File: config.mk
export PLATFORM = sky130hd
export DESIGN_NAME = ber_chk_dp
export DESIGN_NICKNAME = d
export VERILOG_FILES = /design/src/rtl/ber_chk_pkg.sv /design/src/rtl/ber_chk_dp.sv
export SDC_FILE = /design/constraint.sdc
export NUM_CORES = 1
export LEC_CHECK = 0
export BUFFER_PORTS_ARGS = -buffer_cell sky130_fd_sc_hd__buf_4
export CAP_MARGIN = 20
export CORE_AREA = 2 2 92 85
export DETAILED_ROUTE_END_ITERATION = 10
export DIE_AREA = 0 0 94 87
export PLACE_DENSITY_LB_ADDON = 0.12
export SLEW_MARGIN = 20
export SYNTH_ARGS = -nofsm -noshare
export SYNTH_HDL_FRONTEND = slang
export SYNTH_SLANG_ARGS = --single-unit
File: constraint.sdc
create_clock -name clk -period 6 [get_ports clk]
set_input_delay 1.2 -clock clk [delete_from_list [all_inputs] [get_ports clk]]
set_output_delay 1.2 -clock clk [all_outputs]
set_load 0.05 [all_outputs]
File: src/rtl/ber_chk_pkg.sv
package ber_chk_pkg;

  typedef enum logic [2:0] {
    ST_OFF   = 3'd0,
    ST_WAIT  = 3'd1,
    ST_SEED0 = 3'd2,
    ST_SEED1 = 3'd3,
    ST_RUN   = 3'd4
  } chkState_t;

  typedef struct packed {
    logic seedByte;
    logic compareByte;
    logic clearCount;
  } chkStrobe_t;

endpackage

File: src/rtl/ber_chk_dp.sv
module ber_chk_dp
  import ber_chk_pkg::*;
#(
  parameter int CHAN_W  = 8,
  parameter int LEN_W   = 9,
  parameter int BYTE_W  = 8,
  parameter int PRBS_W  = 15,
  parameter int CNT_W   = 16
) (
  input  logic              clk,
  input  logic              rstN,
  input  logic              slotValid,
  input  logic [CHAN_W-1:0] slotIndex,
  input  logic [BYTE_W-1:0] slotByte,
  input  logic [CHAN_W-1:0] cfgStart,
  input  logic [LEN_W-1:0]  cfgLength,
  input  chkStrobe_t        strb,
  output logic              inWindow,
  output logic [CNT_W-1:0]  errCount
);

  localparam int SUM_W   = LEN_W + 1;
  localparam int TAP_HI  = PRBS_W - 1;
  localparam int TAP_LO  = PRBS_W - 2;
  localparam int KEEP_W  = PRBS_W - BYTE_W;
  localparam int PC_W    = $clog2(BYTE_W + 1);
  localparam logic [CNT_W-1:0] CNT_MAX = {CNT_W{1'b1}};

  logic [PRBS_W-1:0] prbsState, prbsAdvanced;
  logic [BYTE_W-1:0] expByte, diffByte;
  logic [PC_W-1:0]   diffCount;
  logic [CNT_W:0]    sumWide;
  logic [SUM_W-1:0]  windowEnd;

  // Window decode
  always_comb begin
    windowEnd = SUM_W'(cfgStart) + SUM_W'(cfgLength);
    inWindow  = (slotIndex >= cfgStart) && (SUM_W'(slotIndex) < windowEnd);
  end

  // Reference byte: one recurrence step per bit, first bit in the top position
  always_comb begin
    logic [PRBS_W-1:0] s;
    logic              b;
    s = prbsState;
    expByte = '0;
    for (int i = BYTE_W - 1; i >= 0; i--) begin
      b = s[TAP_HI] ^ s[TAP_LO];
      expByte[i] = b;
      s = {s[PRBS_W-2:0], b};
    end
    prbsAdvanced = s;
  end

  assign diffByte = slotByte ^ expByte;

  always_comb begin
    diffCount = '0;
    for (int i = 0; i < BYTE_W; i++) diffCount = diffCount + PC_W'(diffByte[i]);
  end

  assign sumWide = {1'b0, errCount} + (CNT_W+1)'(diffCount);

  always_ff @(posedge clk) begin
    if (!rstN) begin
      prbsState <= '0;
    end else if (strb.seedByte) begin
      prbsState <= {prbsState[KEEP_W-1:0], slotByte};
    end else if (strb.compareByte) begin
      prbsState <= prbsAdvanced;
    end
  end

  always_ff @(posedge clk) begin
    if (!rstN) begin
      errCount <= '0;
    end else if (strb.clearCount) begin
      errCount <= '0;
    end else if (strb.compareByte) begin
      errCount <= sumWide[CNT_W] ? CNT_MAX : sumWide[CNT_W-1:0];
    end
  end

  // strobes from the control only arrive for valid in-window bytes
  assert_window_R2: assert property (@(posedge clk) disable iff (!rstN)
    (strb.compareByte || strb.seedByte) |-> (slotValid && inWindow));

  // with no compare and no clear the total is stable
  assert_hold_R2: assert property (@(posedge clk) disable iff (!rstN)
    (!strb.compareByte && !strb.clearCount) |=> $stable(errCount));

  // a step never decreases and adds at most one byte's worth
  assert_step_R7: assert property (@(posedge clk) disable iff (!rstN)
    !strb.clearCount |=> (errCount >= $past(errCount)) &&
                         ((errCount - $past(errCount)) <= CNT_W'(BYTE_W)));

  // a saturated total stays saturated
  assert_no_wrap_R8: assert property (@(posedge clk) disable iff (!rstN)
    (errCount == CNT_MAX && !strb.clearCount) |=> errCount == CNT_MAX);

  // clear always lands as zero
  assert_clear_R9: assert property (@(posedge clk) disable iff (!rstN)
    strb.clearCount |=> errCount == '0);

endmodule

==> results of run 1 <==
-- power groups by stage --
stage / combinational (uW) / sequential (uW) / clock [uW]
2_1_floorplan: 203 / 247 / 0
3_3_place_gp: 297 / 231 / 0
3_5_place_dp: 298 / 231 / 0
4_1_cts: 300 / 227 / 163
5_1_grt: 343 / 228 / 172
6_report: 294 / 226 / 157
-- routing by layer --
metal	track usage (%)	up-vias	part of all wire [%]
li1	-	1167	-
met5	0	-	0
met2	22.4	58	42
met4	3.16	0	0.80
met1	22.3	1001	52
met3	3.29	4	5.4
-- flip-flops by register name (all words and copies together) (netlist names) --
name / cells
errCount: 16
prbsState: 15
-- worst max path at each step --
stage | startpoint | endpoint | slack (ns) | cells after the start
after floorplan | cfgStart[1] | inWindow | 0.76 | 12
after global placement | cfgStart[1] | inWindow | 0.63 | 14
after detailed placement | cfgStart[1] | inWindow | 0.66 | 14
after CTS | cfgStart[1] | inWindow | 0.68 | 14
after global routing | cfgStart[1] | inWindow | 0.40 | 14
final | cfgStart[1] | inWindow | 0.76 | 14
-- cell usage in the layout, fill, tap and decap left out, drive strengths merged, types with 2 or more instances in the layout --
cell     count
buf         54
dfxtp       31
ha          29
nor2        28
nand2       22
a21oi       20
o21ai       20
xnor2       18
inv         16
a21boi      12
xor2        11
nor3         8
a211oi       7
clkbuf       7
a21o         6
nand3        6
fa           6
nor2b        5
or3          5
o21a         4
nand2b       3
a31oi        3
nor4         3
o31a         2
a2111oi      2
o211ai       2
o2111ai      2
or2          2
nand4        2
-- area by class of cell --
cell class	count	area share, %
multi-input combinational	240	57.4
clock buffer	7	2.52
sequential	31	20.5
inverter	16	1.99
clock inverter	1	0.165
tap	96	3.97
timing repair buffer	54	13.4
-- worst max-delay path, cell delays in order --
cell and delay [ns]:
buf_4 0.12, ha_1 0.29, a211oi_1 0.21, nor2_1 0.08, o21a_1 0.21, nor2_1 0.12, xor2_1 0.16, ha_1 0.27
a2111oi_0 0.38, o21ai_0 0.19, a221oi_1 0.33, nor2_1 0.07, a31oi_1 0.20, buf_4 0.23
-- through the flow --
step | instances | hold WS (ns) | area, um^2 | power [uW] | worst slack (ns)
finish | 445 | 0.475 | 3030 | 677 | 0.763
global route | 445 | 0.515 | 3030 | 743 | 0.403
CTS | 445 | 0.480 | 3030 | 690 | 0.678
detailed placement | 437 | 0.472 | 2940 | 529 | 0.665
global placement | 437 | 0.469 | 2940 | 528 | 0.627
floorplan | 297 | 0.454 | 2460 | 450 | 0.758
-- cells by family after synthesis --
family,Yosys count,share of synthesized area (%)
buf+inv,26,4.17
simple gates,87,17.0
compound gates,88,23.3
fa+ha+maj,35,19.6
flops,31,25.2
mux,1,0.407
xor+xnor,29,10.3
==> results_dict.tcl, run 1 <==
set metrics [dict create \
    combPwrFrac_pct 43.5 \
    switching_share_pct 36.1 \
    yosysSeqAreaShare_pct 25.2 \
    drv_slew 0 \
    min_path_type "register to register" \
    seqPwrFrac_pct 33.4 \
    ys_types 47 \
    num_rows 30 \
    synth_most_common_cell "dfxtp_1" \
    hpwl_um 4470 \
    cts_resized 0 \
    drive_gt1_share_pct 18.6 \
    crit_path_start_kind "input pin" \
    slew_headroom_pct 56.0 \
    syn_area_um2 2460 \
    power-per-cell-area_nw_per_um2 224 \
    worstPathMaxFanout 3 \
    synth_flop_cell "dfxtp_1" \
    drt_iter0_markers 102 \
    rr_startpoint "prbsState[7]" \
    antenna_found_initial 0 \
    p_leak_uw 0.00129 \
    ir_worst_vdd_mv 0.141 \
    syn_nets 371 \
    hold_path.startpoint "prbsState[14]" \
    path_class "input pin to output port" \
    gp_congestion 0.782 \
    cts_setup_buffers 0 \
    die_area_um2 8180 \
    cts_tree "done" \
    end_kind "output port" \
    cts_buffer_depth 2 \
    ant_nets 0 \
    post-route-period-util_pct 87.3 \
    core_um2 7320 \
    tns_ns 0 \
    syn_area_per_cell_um2 8.29 \
    area_growth_pct 22.9 \
    grt-ovfl-total 0 \
    synthArstFlopShare_pct 0 \
    synth_enable_flop_cells 0 \
    seqCellArea_um2 621 \
    synth_area_leaders "dfxtp_1 (25%), ha_1 (15%), xnor2_1 (6.4%), fa_1 (4.9%), nor2_1 (4.3%)" \
    maxCapViolations 0 \
    grt_max_degree 32 \
    multi_input_area_um2 1740 \
    vias 2230 \
    clock-sinks 31 \
    finalNetCount 422 \
    hold_buffers 0 \
    rr_worst_depth 14 \
    ys_ff_latch 31 \
    hold_end "prbsState[14]" \
    clk_latency_ns 0.28 \
    grt_usage_pct 15.1 \
    min_period_ns 5.24 \
    fillerInstances 794 \
    cp.arrival_ns 4.04 \
    rsz0062_at_grt "false" \
    cts_buffers 5 \
    n_antenna_cell 0 \
    p_switching_uw 244 \
    p_int_uw 433 \
    cts_root_buf "clkbuf_8" \
    grt_pass1_vias 2185 \
    final_core_util_pct 41.3 \
    yosysTopAreaCell "dfxtp_1" \
    setup_viol_count_final 0 \
    worstMarginPinSlew_ns 0.660 \
    outcome "finished, final reports clean" \
    drt_wl_total_um 5740 \
    r2r_slack_ns 1.59 \
    die_y_um 87 \
    htreeDepth 2 \
    finClkSkew_ns 0.00644 \
    max_freq_mhz 191 \
    grt_pass1_wl_um 10000 \
    yosysTopAreaCellShare_pct 25.2 \
    pwr-share-clk_pct 23.1 \
    initial_core_util_pct 33.6 \
    vias_per_cell 5.01 \
    post_drt_wl_per_cell_um 12.9 \
    die_x_um 94 \
    cp.required_ns 4.80 \
    ioPinCount 56 \
    clk_pin_slew_worst_paths_ns 0.06 \
    portBuffers 54 \
    hold_depth 2 \
    timing.rr.end "errCount[6]" \
    synth_top_cells_by_count "dfxtp_1 (31), ha_1 (29), nor2_1 (28)" \
    synthCells 297 \
    hold_viol 0 \
    first_pass_iters 4 \
    drc_errors 0 \
    yosys_warnings 0 \
]
Note: power is estimated with default switching activity, not from simulation.
==> inputs of run 2 (changes only) <==
clock period = 4.5 ns   (was 6 ns; I/O delays follow)
==> results_dict.tcl, run 2 (synthesis results as in run 1) <==
set metrics [dict create \
    outcome "finished, final reports clean" \
    dpl_cell_area_um2 3070 \
    power-per-cell-area_nw_per_um2 304 \
    cp.arrival_ns 3.48 \
    finClkSkew_ns 0.00138 \
    grt-ovfl-total 0 \
    first_pass_iters 4 \
    dp_slack_ns -0.255 \
    multi_input_area_um2 1850 \
    grt_usage_pct 15.0 \
    die_y_um 87 \
    post_drt_wl_per_cell_um 12.8 \
    cts_root_buf "clkbuf_8" \
    cts_buffers 5 \
    regMostFlops "errCount" \
    largest_register_ffs 16 \
    cp.required_ns 3.60 \
    finalInstanceArea_um2 3290 \
    cp_slowest_stage_delay_ns 0.27 \
    initial_core_util_pct 33.6 \
    ioPinCount 56 \
    setup_slack_ns 0.123 \
    min_period_ns 4.38 \
    drt_iter0_markers 59 \
    maxCapViolations 0 \
    pwr-share-clk_pct 24.2 \
    cts_tree "done" \
    grt_pass1_vias 2159 \
    combPwrFrac_pct 45.7 \
    mostFrequentLayoutCells "buf_4 (69), dfxtp_1 (31), nor2_1 (27)" \
    ant_nets 0 \
    post-route-period-util_pct 97.3 \
    dp_cells 453 \
    die_x_um 94 \
    path_cells "buf_4 -> ha_2 -> buf_4 -> nor2b_2 -> o31a_1 -> buf_4 -> o31a_1 -> a21o_1 -> ha_1 -> o211ai_1 -> nor3_2 -> a221oi_2 -> nor2_1 -> a31oi_2 -> buf_6" \
    end_kind "output port" \
    htreeDepth 2 \
    clock-sinks 31 \
    setup_viol_count_final 0 \
    clk_pin_slew_worst_paths_ns 0.06 \
    grt_max_degree 32 \
    n_antenna_cell 0 \
    worstPathMaxFanout 3 \
    fillerInstances 738 \
    core_um2 7320 \
    drv_slew 0 \
    rr_worst_depth 15 \
    fin_cells 462 \
    die_area_um2 8180 \
    worst-path-stages 15 \
    crit_path_start_kind "input pin" \
    min_path_type "register to register" \
    crit_top_cell "buf_4" \
    clk_latency_ns 0.28 \
    hold_buffers 0 \
    worstSetupStartpoint "cfgStart[2]" \
    crit_family "compound AO/OA/AOI/OAI gates" \
    hold_depth 2 \
    max_freq_mhz 228 \
    rsz0062_at_grt "true" \
    finalNetCount 439 \
    vias 2307 \
    layout_commonest_cell "buf_4" \
    path_buf_inv 4 \
    hpwl_um 4530 \
    slew_headroom_pct 57.1 \
    area_growth_pct 33.6 \
    ir_worst_vdd_mv 0.151 \
    cp_slowest_cell "ha_2" \
    seqPwrFrac_pct 30.1 \
    drt_wl_total_um 5890 \
    drive_gt1_share_pct 27.6 \
    hold_viol 0 \
    gp_congestion 0.763 \
    antenna_found_initial 0 \
    switching_share_pct 35.1 \
    vias_per_cell 4.99 \
    portBuffers 54 \
    p_switching_uw 351 \
    cts_buffer_depth 2 \
    hold_path.startpoint "prbsState[14]" \
    worstMarginPinSlew_ns 0.644 \
    path_class "input pin to output port" \
    rr_startpoint "prbsState[6]" \
    seqCellArea_um2 621 \
    drc_errors 0 \
    largestRegisters "errCount x16, prbsState x15" \
    final_core_util_pct 44.9 \
    num_rows 30 \
    grt_pass1_wl_um 9920 \
    p_int_uw 648 \
    p_leak_uw 0.00140 \
]
[run 2: timing repair]
item / in CTS / in global routing
setup buffers: 1 / 0
cloned: 0 / 0
pin swaps: 11 / 9
endpoints found under the setup margin: 1 / 16
gates resized for setup: 12 / 11
[run 2: stage by stage]
stage | TNS, ns | power, uW | hold WS [ns]
final | 0 | 999 | 0.475
after global routing | -0.0464 | 1090 | 0.502
after CTS | 0 | 1010 | 0.478
after detailed placement | -2.82 | 735 | 0.469
after global placement | -3.08 | 734 | 0.463
after floorplan | 0 | 601 | 0.454
[run 2: final cells by class]
class                      count  area share [%]
clock buffer                   8            3.04
inverter                      16            1.83
multi-input combinational    240            56.2
sequential                    31            18.9
tap                           96            3.65
timing repair buffer          71            16.4
[run 2: path summary, 6_finish.rpt]
path	to	slack, ns
worst min-delay path	prbsState[14]	0.47
worst max register to register	errCount[10]	0.33
worst max-delay path	inWindow	0.12
worst min register to register	prbsState[14]	0.47
[run 2: worst min-delay path, delay by kind of cell (launching register included)]
family | cells | cell delay, ns
DFF | 1 | 0.32
AOI/OAI and AO/OA | 1 | 0.06
and+or+nand+nor | 1 | 0.05
[run 2: per-layer routing]
layer	share of wire, %	track usage (%)	vias to the layer above
met2	45	24.1	52
met5	0	0	-
met3	5.5	2.86	6
li1	-	-	1193
met1	48	20.4	1056
met4	1.3	4.74	0
[run 2: power by group through the flow]
| stage | Clock [uW] | Sequential (uW) | Combinational [uW] |
|---|---|---|---|
| 2_1_floorplan | 0 | 329 | 272 |
| 3_3_place_gp | 0 | 308 | 427 |
| 6_report | 241 | 301 | 457 |
| 5_1_grt | 266 | 304 | 522 |
| 4_1_cts | 253 | 302 | 455 |
| 3_5_place_dp | 0 | 308 | 427 |
==> inputs of run 3 (changes only) <==
RECOVER_POWER = 50   (was unset)
==> results_dict.tcl, run 3 (synthesis results as in run 1) <==
set metrics [dict create \
    end_kind "output port" \
    cts_tree "done" \
    htreeDepth 2 \
    cp_slowest_cell "ha_2" \
    mostFrequentLayoutCells "buf_4 (60), dfxtp_1 (31), nor2_1 (27)" \
    maxCapViolations 0 \
    die_area_um2 8180 \
    core_um2 7320 \
    gp_congestion 0.763 \
    crit_path_start_kind "input pin" \
    r2r_slack_ns 0.33 \
    timing.rr.end "errCount[10]" \
    clock-sinks 31 \
    regMostFlops "errCount" \
    rr_worst_depth 15 \
    cp.arrival_ns 3.48 \
    crit_family "compound AO/OA/AOI/OAI gates" \
    vias 2309 \
    antenna_found_initial 0 \
    worstMarginPinSlew_ns 1.26 \
    drv_slew 0 \
    fin_cells 462 \
    grt_pass1_vias 2159 \
    min_period_ns 4.38 \
    drt_wl_total_um 5920 \
    worstPathMaxFanout 3 \
    finalNetCount 439 \
    grt_usage_pct 15.0 \
    setup_viol_count_final 0 \
    finClkSkew_ns 0.00138 \
    num_rows 30 \
    holdWs_ns 0.475 \
    slew_headroom_pct 16.3 \
    path_cells "buf_4 -> ha_2 -> buf_4 -> nor2b_2 -> o31a_1 -> buf_4 -> o31a_1 -> a21o_1 -> ha_1 -> o211ai_1 -> nor3_2 -> a221oi_2 -> nor2_1 -> a31oi_2 -> buf_6" \
    path_buf_inv 4 \
    fillerInstances 741 \
    hold_depth 2 \
    rr_startpoint "prbsState[6]" \
    hold_buffers 0 \
    largest_register_ffs 16 \
    drc_errors 0 \
    hold_end "prbsState[14]" \
    grt_max_degree 32 \
    portBuffers 54 \
    seqCellArea_um2 621 \
    max_freq_mhz 228 \
    die_y_um 87 \
    cts_buffers 5 \
    rsz0062_at_grt "true" \
    grt-ovfl-total 0 \
    path_class "input pin to output port" \
    hold_path.startpoint "prbsState[14]" \
    cp_slowest_stage_delay_ns 0.27 \
    cp.required_ns 3.60 \
    clk_pin_slew_worst_paths_ns 0.06 \
    power-per-cell-area_nw_per_um2 305 \
    min_path_type "register to register" \
    grt_pass1_wl_um 9920 \
    drt_iter0_markers 55 \
    multi_input_area_um2 1850 \
    cts_buffer_depth 2 \
    outcome "finished, final reports clean" \
    p_leak_uw 0.00137 \
    final_core_util_pct 44.5 \
    first_pass_iters 4 \
    hpwl_um 4530 \
    clk_latency_ns 0.28 \
    dp_cells 453 \
    layout_commonest_cell "buf_4" \
    die_x_um 94 \
    initial_core_util_pct 33.6 \
    ant_nets 0 \
    hold_viol 0 \
    ioPinCount 56 \
    area_growth_pct 32.2 \
    drive_gt1_share_pct 24.9 \
    post_drt_wl_per_cell_um 12.8 \
    ir_worst_vdd_mv 0.151 \
    cts_root_buf "clkbuf_8" \
    post-route-period-util_pct 97.3 \
    vias_per_cell 5.00 \
    crit_top_cell "buf_4" \
    n_antenna_cell 0 \
    largestRegisters "errCount x16, prbsState x15" \
]
==> run 3: changes by cell type in the layout (fill, tap and decap cells not counted), sizes merged <==
cell	change
clkbuf	+9
buf	-9
==> run 3: area by class of cell <==
class | instances | area share, %
repair buffers | 71 | 15.6
well taps | 96 | 3.69
multi-input cells | 240 | 56.7
inverters | 16 | 1.85
clock buffers | 8 | 3.08
flip-flops and latches | 31 | 19.1
==> run 3: tightest hold or removal path: cells and delay by family (launching register included) <==
kind	cells	cell delay [ns]
AOI/OAI and AO/OA	1	0.06
DFF	1	0.32
and+or+nand+nor	1	0.05
==> run 3: how the worst max path moves through the flow <==
stage	from	endpoint	slack, ns	cells past startpoint
4_1_cts	slotByte[0]	errCount[12]	0.02	14
6_report	cfgStart[2]	inWindow	0.12	15
3_3_place_gp	slotByte[0]	errCount[12]	-0.26	14
3_5_place_dp	slotByte[0]	errCount[12]	-0.25	14
5_1_grt	cfgLength[1]	inWindow	-0.04	16
2_1_floorplan	cfgStart[1]	inWindow	0.11	12
==> run 3: metal layers <==
layer	vias to the layer above	track usage [%]	part of all wire [%]
met5	-	0	0
met4	0	4.74	1.3
met3	6	2.86	5.0
met2	50	24.1	45
met1	1059	20.4	49
li1	1194	-	-
==> run 3: through the flow <==
| step | area (um^2) | TNS, ns | setup WS, ns | total power [uW] |
|---|---|---|---|---|
| after global placement | 3070 | -3.08 | -0.261 | 734 |
| after detailed placement | 3070 | -2.82 | -0.255 | 735 |
| after floorplan | 2470 | 0 | 0.108 | 601 |
| final | 3250 | 0 | 0.123 | 993 |
| after global routing | 3250 | -0.0482 | -0.0395 | 1090 |
| after CTS | 3240 | 0 | 0.0176 | 1010 |
==> run 3: power breakdown <==
part / switching [uW] / internal, uW
clock: 102 / 139
sequential: 11.7 / 289
combinational: 238 / 213
==> run 3: what timing repair did <==
| action | in CTS | in global routing |
|---|---|---|
| gates cloned | 0 | 0 |
| endpoints found under the hold margin | 0 | 0 |
| setup buffers | 1 | 0 |
| gates resized for setup | 12 | 11 |
| pin swaps | 11 | 9 |
| endpoints found under the setup margin | 1 | 16 |
